===== src/rtl/ddr_trk_pkg.sv =====
package ddr_trk_pkg;
  typedef enum logic [3:0] {
    CMD_NOP   = 4'd0,
    CMD_ACT   = 4'd1,
    CMD_READ  = 4'd2,
    CMD_WRITE = 4'd3,
    CMD_PRE   = 4'd4,
    CMD_REF   = 4'd5,
    CMD_SREF  = 4'd6,
    CMD_LMR   = 4'd7,
    CMD_BST   = 4'd8
  } cmd_e;

  typedef enum logic [1:0] {
    PS_ACTIVE = 2'd0,
    PS_PRE_PD = 2'd1,
    PS_ACT_PD = 2'd2,
    PS_SREF   = 2'd3
  } pwr_e;

  typedef struct packed {
    logic actEn;
    logic preOne;
    logic preAll;
    logic apClose;
    logic loadBase;
    logic loadExt;
  } strobe_t;
endpackage


===== src/rtl/ddr_trk_dp.sv =====
module ddr_trk_dp
  import ddr_trk_pkg::*;
#(
  parameter int BA_W   = 2,
  parameter int ADDR_W = 13,
  parameter int AP_BIT = 10,
  localparam int NUM_BANKS = 1 << BA_W
) (
  input  logic                 clk,
  input  logic                 rstN,
  input  logic [BA_W-1:0]      ba,
  input  logic [ADDR_W-1:0]    addr,
  input  strobe_t              strb,
  input  logic [BA_W-1:0]      apBank,
  output logic [BA_W-1:0]      baQ,
  output logic                 a10Q,
  output logic [NUM_BANKS-1:0] bankOpen,
  output logic [ADDR_W-1:0]    modeBase,
  output logic [ADDR_W-1:0]    modeExt
);
  logic [ADDR_W-1:0]    addrQ;
  logic [NUM_BANKS-1:0] bankNext;

  always_ff @(posedge clk) begin
    if (!rstN) begin
      baQ   <= '0;
      addrQ <= '0;
    end else begin
      baQ   <= ba;
      addrQ <= addr;
    end
  end

  assign a10Q = addrQ[AP_BIT];

  for (genvar i = 0; i < NUM_BANKS; i++) begin : g_bank
    logic selHit;
    logic apHit;
    assign selHit = (baQ == BA_W'(i));
    assign apHit  = (apBank == BA_W'(i));
    assign bankNext[i] =
      (strb.preAll || (strb.preOne && selHit) || (strb.apClose && apHit)) ? 1'b0 :
      (strb.actEn && selHit) ? 1'b1 : bankOpen[i];
  end

  always_ff @(posedge clk) begin
    if (!rstN) begin
      bankOpen <= '0;
      modeBase <= '0;
      modeExt  <= '0;
    end else begin
      bankOpen <= bankNext;
      if (strb.loadBase) modeBase <= addrQ;
      if (strb.loadExt)  modeExt  <= addrQ;
    end
  end

  // the two mode registers are never written in the same cycle
  a_r7_single_load: assert property (@(posedge clk) disable iff (!rstN)
    !(strb.loadBase && strb.loadExt));

  // the mode registers change only on a load strobe
  a_r7_mode_hold: assert property (@(posedge clk) disable iff (!rstN)
    !$past(strb.loadBase) && !$past(strb.loadExt) |-> $stable(modeBase) && $stable(modeExt));
endmodule


===== src/rtl/ddr_trk_ctrl.sv =====
module ddr_trk_ctrl
  import ddr_trk_pkg::*;
#(
  parameter int BA_W      = 2,
  parameter int BURST_CYC = 4,
  localparam int NUM_BANKS = 1 << BA_W,
  localparam int BL_W      = $clog2(BURST_CYC + 1)
) (
  input  logic                 clk,
  input  logic                 rstN,
  input  logic                 csN,
  input  logic                 rasN,
  input  logic                 casN,
  input  logic                 weN,
  input  logic                 cke,
  input  logic [BA_W-1:0]      baQ,
  input  logic                 a10Q,
  input  logic [NUM_BANKS-1:0] bankOpen,
  output strobe_t              strb,
  output logic [BA_W-1:0]      apBank,
  output cmd_e                 cmdOut,
  output pwr_e                 powerState,
  output logic                 bankErr,
  output logic                 ckeErr
);
  logic csQ, rasQ, casQ, weQ, ckeQ;
  cmd_e rawCmd;
  pwr_e pwrNext;
  logic [BL_W-1:0] burstLeft;
  logic apPend;
  logic anyOpen, bankHit, isAccess, accessOk, burstBusy, ckeDrop, lastBeat;
  logic cmdLive;

  always_ff @(posedge clk) begin
    if (!rstN) begin
      csQ  <= 1'b1;
      rasQ <= 1'b1;
      casQ <= 1'b1;
      weQ  <= 1'b1;
      ckeQ <= 1'b1;
    end else begin
      csQ  <= csN;
      rasQ <= rasN;
      casQ <= casN;
      weQ  <= weN;
      ckeQ <= cke;
    end
  end

  always_comb begin
    if (csQ) rawCmd = CMD_NOP;
    else begin
      unique case ({rasQ, casQ, weQ})
        3'b111:  rawCmd = CMD_NOP;
        3'b011:  rawCmd = CMD_ACT;
        3'b101:  rawCmd = CMD_READ;
        3'b100:  rawCmd = CMD_WRITE;
        3'b010:  rawCmd = CMD_PRE;
        3'b001:  rawCmd = CMD_REF;
        3'b000:  rawCmd = CMD_LMR;
        default: rawCmd = CMD_BST;
      endcase
    end
  end

  assign anyOpen = |bankOpen;
  assign cmdLive = (powerState == PS_ACTIVE) && ckeQ;

  always_comb begin
    if (powerState != PS_ACTIVE)  cmdOut = CMD_NOP;
    else if (!ckeQ)               cmdOut = (rawCmd == CMD_REF && !anyOpen) ? CMD_SREF : CMD_NOP;
    else                          cmdOut = rawCmd;
  end

  assign bankHit   = bankOpen[baQ];
  assign isAccess  = (cmdOut == CMD_READ) || (cmdOut == CMD_WRITE);
  assign accessOk  = isAccess && bankHit;
  assign burstBusy = (burstLeft != '0);
  assign ckeDrop   = (powerState == PS_ACTIVE) && !ckeQ && burstBusy;
  assign lastBeat  = (burstLeft == BL_W'(1));

  always_comb begin
    strb          = '0;
    strb.actEn    = (cmdOut == CMD_ACT) && !bankHit;
    strb.preOne   = (cmdOut == CMD_PRE) && !a10Q;
    strb.preAll   = (cmdOut == CMD_PRE) && a10Q;
    strb.loadBase = (cmdOut == CMD_LMR) && (baQ == BA_W'(0));
    strb.loadExt  = (cmdOut == CMD_LMR) && (baQ == BA_W'(1));
    strb.apClose  = apPend && cmdLive && (lastBeat || accessOk || cmdOut == CMD_BST);
  end

  always_comb begin
    pwrNext = powerState;
    unique case (powerState)
      PS_ACTIVE: if (!ckeQ) pwrNext = (cmdOut == CMD_SREF) ? PS_SREF :
                                      (anyOpen ? PS_ACT_PD : PS_PRE_PD);
      default:   if (ckeQ) pwrNext = PS_ACTIVE;
    endcase
  end

  always_ff @(posedge clk) begin
    if (!rstN) begin
      powerState <= PS_ACTIVE;
      burstLeft  <= '0;
      apPend     <= 1'b0;
      apBank     <= '0;
      bankErr    <= 1'b0;
      ckeErr     <= 1'b0;
    end else begin
      powerState <= pwrNext;
      bankErr    <= ((cmdOut == CMD_ACT) && bankHit) || (isAccess && !bankHit);
      ckeErr     <= ckeDrop;
      if (ckeDrop) begin
        burstLeft <= '0;
        apPend    <= 1'b0;
      end else if (accessOk) begin
        burstLeft <= BL_W'(BURST_CYC);
        apPend    <= a10Q;
        apBank    <= baQ;
      end else if (cmdOut == CMD_BST) begin
        burstLeft <= '0;
        apPend    <= 1'b0;
      end else if (burstBusy) begin
        burstLeft <= burstLeft - BL_W'(1);
        if (lastBeat) apPend <= 1'b0;
      end
    end
  end

  // the burst counter never exceeds its load value
  always_comb a_r6_burst_range: assert (burstLeft <= BL_W'(BURST_CYC));

  // precharge power-down holds only with every bank closed
  a_r8_pre_pd_idle: assert property (@(posedge clk) disable iff (!rstN)
    powerState == PS_PRE_PD |-> bankOpen == '0);

  // active power-down holds only with a row open
  a_r8_act_pd_open: assert property (@(posedge clk) disable iff (!rstN)
    powerState == PS_ACT_PD |-> bankOpen != '0);

  // self refresh holds only with every bank closed
  a_r9_sref_idle: assert property (@(posedge clk) disable iff (!rstN)
    powerState == PS_SREF |-> bankOpen == '0);

  // bank map frozen while staying in a low-power state
  a_r10_frozen: assert property (@(posedge clk) disable iff (!rstN)
    powerState != PS_ACTIVE && $past(powerState) != PS_ACTIVE |-> $stable(bankOpen));

  // a captured CKE high in a low-power state returns to active
  a_r11_exit: assert property (@(posedge clk) disable iff (!rstN)
    $past(powerState) != PS_ACTIVE && $past(ckeQ) |-> powerState == PS_ACTIVE);

  // a burst-time CKE drop lands in active power-down
  a_r12_err_state: assert property (@(posedge clk) disable iff (!rstN)
    ckeErr |-> powerState == PS_ACT_PD);
endmodule


===== src/rtl/ddr_cmd_tracker.sv =====
module ddr_cmd_tracker
  import ddr_trk_pkg::*;
#(
  parameter int BA_W      = 2,
  parameter int ADDR_W    = 13,
  parameter int AP_BIT    = 10,
  parameter int BURST_CYC = 4,
  localparam int NUM_BANKS = 1 << BA_W
) (
  input  logic                 clk,
  input  logic                 rstN,
  input  logic                 csN,
  input  logic                 rasN,
  input  logic                 casN,
  input  logic                 weN,
  input  logic                 cke,
  input  logic [BA_W-1:0]      ba,
  input  logic [ADDR_W-1:0]    addr,
  output logic [3:0]           cmdOut,
  output logic [1:0]           powerState,
  output logic [NUM_BANKS-1:0] bankOpen,
  output logic                 bankErr,
  output logic                 ckeErr,
  output logic [ADDR_W-1:0]    modeBase,
  output logic [ADDR_W-1:0]    modeExt
);
  strobe_t         strb;
  logic [BA_W-1:0] apBank;
  logic [BA_W-1:0] baQ;
  logic            a10Q;
  cmd_e            cmdDec;
  pwr_e            pwrCur;

  ddr_trk_ctrl #(.BA_W(BA_W), .BURST_CYC(BURST_CYC)) i_ctrl (
    .clk(clk), .rstN(rstN), .csN(csN), .rasN(rasN), .casN(casN), .weN(weN),
    .cke(cke), .baQ(baQ), .a10Q(a10Q), .bankOpen(bankOpen), .strb(strb),
    .apBank(apBank), .cmdOut(cmdDec), .powerState(pwrCur),
    .bankErr(bankErr), .ckeErr(ckeErr)
  );

  ddr_trk_dp #(.BA_W(BA_W), .ADDR_W(ADDR_W), .AP_BIT(AP_BIT)) i_dp (
    .clk(clk), .rstN(rstN), .ba(ba), .addr(addr), .strb(strb), .apBank(apBank),
    .baQ(baQ), .a10Q(a10Q), .bankOpen(bankOpen), .modeBase(modeBase), .modeExt(modeExt)
  );

  assign cmdOut     = cmdDec;
  assign powerState = pwrCur;
endmodule


===== config.mk =====
export PLATFORM = sky130hd
export DESIGN_NAME = ddr_cmd_tracker
export DESIGN_NICKNAME = d
export VERILOG_FILES = /design/src/rtl/ddr_trk_pkg.sv /design/src/rtl/ddr_trk_dp.sv /design/src/rtl/ddr_trk_ctrl.sv /design/src/rtl/ddr_cmd_tracker.sv
export SDC_FILE = /design/constraint.sdc
export NUM_CORES = 1
export LEC_CHECK = 0
export ABC_CLOCK_PERIOD_IN_PS = 2900
export BUFFER_PORTS_ARGS = -buffer_cell sky130_fd_sc_hd__buf_4
export CAP_MARGIN = 5
export CORE_MARGIN = 2
export CORE_UTILIZATION = 54
export CTS_BUF_LIST = sky130_fd_sc_hd__clkbuf_8
export DETAILED_ROUTE_END_ITERATION = 6
export GPL_ROUTABILITY_DRIVEN = 1
export PLACE_DENSITY_LB_ADDON = 0.3
export SLEW_MARGIN = 20
export SYNTH_ARGS = -nofsm -noshare
export SYNTH_HDL_FRONTEND = slang
export SYNTH_SLANG_ARGS = --single-unit

===== constraint.sdc =====
create_clock -name clk -period 2.9 [get_ports clk]
set_input_delay 0.29 -clock clk [delete_from_list [all_inputs] [get_ports clk]]
set_output_delay 0.29 -clock clk [all_outputs]
set_load 0.05 [all_outputs]

# Yosys cells after proc, flatten, opt, wreduce, memory -nomap -nowiden
# Index checks and enable logic that the tools add are counted.
# Widths: inputs -> output; s select.
classes:
  addsub: 1
  order_cmp: 1
  eq_ne: 22
  n_mux: 19
  bitwise: 2
  n_reduce_logical: 61
op_table:
  columns: ["operator", "n"]
  rows:
  - ["$pmux 4 s7", 1]
  - ["$logic_and 1x1->1", 26]
  - ["$eq 4x3->1 const B", 4]
  - ["$logic_or 1x1->1", 12]
  - ["$mux 3", 4]
  - ["$mux 4", 3]
  - ["$mux 2", 5]
  - ["$reduce_or 2->1", 5]
  - ["$eq 3x3->1 const B", 3]
  - ["$reduce_bool 3->1", 3]
  - ["$eq 2x2->1 const B", 4]
  - ["$eq 4x2->1 const B", 2]
  - ["$reduce_or 4->1", 2]
  - ["$eq 3x1->1 const B", 2]
  - ["$eq 3x2->1 const B", 2]
  - ["$logic_not 2->1", 3]
  - ["$reduce_and 2->1", 3]
  - ["$mux 1", 5]
  - ["$eq 2x1->1 const B", 2]
  - ["$eq 4x1->1 const B", 1]
  - ["$eq 4x4->1 const B", 1]
  - ["$logic_not 1->1", 4]
  - ["$reduce_bool 2->1", 2]
  - ["$logic_not 3->1", 1]
  - ["other kinds (5)", 6]
totals:
  reg_bits: 60
  inputBits: 22
  wordCells: 126

# Logic depth before layout (Yosys ltp)
logic_depth:
  depth_word: 17
  mapped_depth: 7
  depth_no_buf: 6

# Cells and area by module
# A second synthesis with hierarchy kept.
unflattened:
  cells_unflattened: 244
  area_unflattened_um2: 2492.4
modules_own_cells:
  columns: ["module", "n_inst", "cells_each", "area_each_um2", "seq_area_each_um2"]
  rows:
  - ["ddr_trk_dp", 1, 140, 1601.5, 900.9]
  - ["ddr_trk_ctrl", 1, 104, 890.9, 300.3]

# Worst setup path after synthesis
# No wires, ideal clock.
synth_path:
  path_kind: "reg2reg"
  from: "register i_ctrl.powerState[0]"
  to: "register i_ctrl.bankErr"
  arrival_ps: 4067
  required_ps: 2839
  setup_slack_ps: -1228
  stages_incl_launch_ff: 6
  n_path_buf: 0
  synth_period_minus_slack_ps: 4128
  cell_sequence: "dfxtp_1 -> or3_4 -> a2111oi_0 -> nand2_1 -> mux2i_1 -> and4_1"
synth_via:
  elab_chain_len: 6
synth_rtl:
  columns: ["element", "line", "rtl"]
  rows:
  - ["from (decl)", "ddr_trk_ctrl.sv:22", "output pwr_e powerState,"]
  - ["from (signal assigned)", "ddr_trk_ctrl.sv:110", "powerState <= pwrNext;"]
  - ["$reduce_bool 2->1 *", "ddr_trk_ctrl.sv:70", "if (powerState != PS_ACTIVE) cmdOut = CMD_NOP;"]
  - ["$mux 4 *", "ddr_trk_ctrl.sv:70", null]
  - ["named net cmdOut[0]", "ddr_cmd_tracker.sv:19", "output logic [3:0] cmdOut,"]
  - ["$eq 4x2->1", "ddr_trk_ctrl.sv:76", "assign isAccess = (cmdOut == CMD_READ) || (cmdOut == CMD_WRITE);"]
  - ["$logic_or 1x1->1", "ddr_trk_ctrl.sv:76", null]
  - ["$logic_and 1x1->1", "ddr_trk_ctrl.sv:111", "bankErr <= ((cmdOut == CMD_ACT) && bankHit) || (isAccess && !bankHit);"]
  - ["$logic_or 1x1->1 *", "ddr_trk_ctrl.sv:111", null]
  - ["to (signal assigned)", "ddr_trk_ctrl.sv:111", null]
  - ["to (decl)", "ddr_trk_ctrl.sv:23", "output logic bankErr,"]
# The timed path passes the listed nets; every way through them passes the cells marked *.
# A chain may end at the register's enable or synchronous reset.

# Final worst setup path
layout_path:
  from: "register i_dp.bankOpen[1]"
  to: "output cmdOut[2]"
layout_via:
  elab_chain_len: 6
layout_rtl:
  columns: ["element", "line", "rtl"]
  rows:
  - ["from (decl)", "ddr_trk_dp.sv:17", "output logic [NUM_BANKS-1:0] bankOpen,"]
  - ["from (signal assigned)", "ddr_trk_dp.sv:52", "bankOpen <= bankNext;"]
  - ["$reduce_or 4->1", "ddr_trk_ctrl.sv:66", "assign anyOpen = |bankOpen;"]
  - ["$logic_not 1->1", "ddr_trk_ctrl.sv:71", "else if (!ckeQ) cmdOut = (rawCmd == CMD_REF && !anyOpen) ? CMD_SREF : CMD_NOP;"]
  - ["$logic_and 1x1->1", "ddr_trk_ctrl.sv:71", null]
  - ["$mux 3", "ddr_trk_ctrl.sv:71", null]
  - ["$mux 4", "ddr_trk_ctrl.sv:71", null]
  - ["$mux 4", "ddr_trk_ctrl.sv:70", null]
  - ["to (decl)", "ddr_cmd_tracker.sv:19", null]
# No other way between the ends.

==> results.cfg <==
[clocking]
cts_setup_buffers = 0
cts_resized = 0
htreeDepth = 3
insertion_delay_ns = 0.32
root_buffer = clkbuf_8
cts_sinks = 60
clkTransAtPathRegs_ns = 0.07
cts.hold.buffers_added = 0
cts_buffers = 9
clockBufferDepth = 2
cts_tree = done

[cells_and_area]
final_util_pct = 72.52
finalNonFillerCells = 357
drive_gt1_share_pct = 27.87
nNetsFinal = 327
diodes = 0
syn2layout_area_growth_pct = 29.38
fill_cells = 353

[timing]
finalMaxSlewViolations = 0
post-route-min-period_ns = 2.412
setup_tns_ns = 0
timing.final.ws_setup_ns = 0.4880
fmax_ghz = 0.4146
hold_viol = 0
worst_pin_slew_ns = 0.8102
slew_headroom_pct = 45.86
rsz0062_at_grt = no
fin_crit_sh_pct = 83.17
finClkSkew_ns = 0.006275
setup_viol = 0

[synth]
ys_ff_latch = 60
synth_nets = 268
synth_async_sr_flop_share_pct = 0
syn_area_per_cell_um2 = 10.20
dominantRegCellSynth = dfxtp_1
syn-cell-area_um2 = 2457
yosysWarnings = 0
syn_inst = 241
seq_area_frac_synth_pct = 48.88
synth_cell_types = 39
synth_edf_count = 0

[setup_path]
arrival_ns = 2.12
worstSetupPathType = reg2out
rr_worst_depth = 5
cp-end-kind = primary output
crit_required_ns = 2.61
crit_fanout = 4
start_kind = flip-flop

[global_route]
grt_max_degree = 60
grt_pass1_vias = 1840
antenna_found_initial = 0
grt_overflow = 0
grt_use_total_pct = 20.17
grt_pass1_wl_um = 8093

[drt]
post-route-drc-count = 0
ant_nets = 0
wl_per_cell_um = 13.88
drt_iter0_markers = 130
wl_um = 4956
dr.pass1.iters = 4
vias = 1897
via_per_inst = 5.314

[floorplan]
die_h_um = 71.46
dieArea_um2 = 5107
pin_count = 60
rows = 24
die_w_um = 71.46
core_area_um2 = 4384
initial_core_util_pct = 56.05

[placement]
hpwl_um = 3481
placed_cells = 341
place_congestion = 0.9029
dp_slack_ns = 0.6604
port_buffers = 59

[power]
p_leak_nw = 1.508
power.density_nw_per_um2 = 655.9
vdd_drop_max_uv = 490.3

[flow_run]
maxCapViolations = 0

[worst_hold_path]
hold_depth = 2
hold_class = in2reg

[run_status]
outcome = finished clean
## cells in the mapped netlist (all sizes together) (2+ instances only)
| cell | number | area, µm² |
|---|---|---|
| dfxtp | 60 | 1201 |
| mux2i | 30 | 300.3 |
| nor2b | 30 | 187.7 |
| and2 | 15 | 93.84 |
| nand2 | 14 | 52.55 |
| nor2 | 12 | 45.04 |
| clkbuf | 9 | 33.78 |
| inv | 8 | 30.03 |
| nand2b | 8 | 50.05 |
| a21oi | 7 | 35.03 |
| ha | 5 | 62.56 |
| nor3 | 5 | 25.02 |
| o21a | 4 | 30.03 |
| o221a | 4 | 45.04 |
| a2111oi | 2 | 17.52 |
| and3 | 2 | 13.77 |
| buf | 2 | 7.510 |
| nor4 | 2 | 12.51 |
| o2111ai | 2 | 17.52 |
| or2 | 2 | 12.51 |
| or3 | 2 | 18.77 |
## layout by cell type, fill, tap and decap left out, drive strengths merged, types with 2 or more instances in the layout
cell type / n
clkbuf: 10
nand2b: 8
o221a: 4
or2: 2
a2111oi: 2
buf: 59
bufinv: 3
o21a: 4
o2111ai: 2
and3: 2
nor3: 5
and2: 15
ha: 5
nand2: 14
clkinv: 2
or3: 2
mux2i: 30
nor2: 12
inv: 8
nor2b: 30
a21oi: 7
nor4: 2
dfxtp: 60
## state kept, by name, indices dropped and copies added, names as in the netlist, 2 cells and up
register and count:
i_ctrl.apBank 2, i_ctrl.burstLeft 3, i_ctrl.powerState 2, i_dp.addrQ 13, i_dp.baQ 2, i_dp.bankOpen 4
i_dp.modeBase 13, i_dp.modeExt 13
## routing by layer
layer / wire length, µm / vias to the layer above / share of wire, % / global-route usage [%]
li1: - / 941 / - / -
met1: 2154 / 899 / 43 / 25.09
met2: 2467 / 53 / 50 / 32.82
met3: 302 / 4 / 6.1 / 6.892
met4: 31 / 0 / 0.63 / 6.918
met5: 0 / - / 0 / 0
## final cells by class
type / count / area, µm² / share of cell area, %
clock inverters: 6 / 111.4 / 3.503
clock buffers: 10 / 137.6 / 4.329
inverters: 8 / 30.03 / 0.9445
multi-input cells: 162 / 1191 / 37.47
flip-flops and latches: 60 / 1201 / 37.78
well taps: 52 / 65.06 / 2.046
repair buffers: 59 / 442.9 / 13.93
## path summary, 6_finish.rpt
| path | start | to | slack, ns |
|---|---|---|---|
| hold reg to reg | i_ctrl.apBank[1]$_SDFFE_PN0P_ | i_ctrl.apBank[1]$_SDFFE_PN0P_ | 0.49 |
| hold / removal | rasN | i_ctrl.rasQ$_SDFF_PN1_ | 0.15 |
| setup / recovery | i_dp.bankOpen[1]$_SDFFE_PP0P_ | cmdOut[2] | 0.49 |
| setup reg to reg | i_ctrl.powerState[0]$_SDFFE_PN0P_ | i_dp.bankOpen[3]$_SDFFE_PP0P_ | 0.63 |
## logic make-up (layout without fill, tap and decap cells)
group / after synthesis / in the layout / synth area share [%]
AO/OA/AOI/OAI: 26 / 26 / 8.300
adder cells (fa/ha/maj): 5 / 5 / 2.546
multiplexers: 32 / 32 / 13.59
AND/OR/NAND/NOR: 98 / 98 / 23.42
buffers and inverters: 19 / 83 / 2.902
flip-flops: 60 / 60 / 48.88
XOR/XNOR: 1 / 1 / 0.3565
## critical path, cell delays in order (launching register included)
cell and delay [ns]:
dfxtp_1 0.34, nor4_1 0.53, a21oi_1 0.25, or2_2 0.38, inv_1 0.09, buf_4 0.20
## report_power, final
group          switching [W]  internal, W
sequential         0.0000362     0.000863
clock               0.000319     0.000594
combinational       0.000149     0.000124
## stage by stage
step / cell area (µm²) / hold slack (ns) / total power [W]
after global placement: 2930 / 0.4689 / 0.001174
after CTS: 3179 / 0.1355 / 0.002101
after floorplan: 2464 / 0.3915 / 0.001108
after global routing: 3179 / 0.1368 / 0.002173
after detailed placement: 2930 / 0.4777 / 0.001182
final: 3179 / 0.1459 / 0.002085
(Power assumes the default switching activity.)
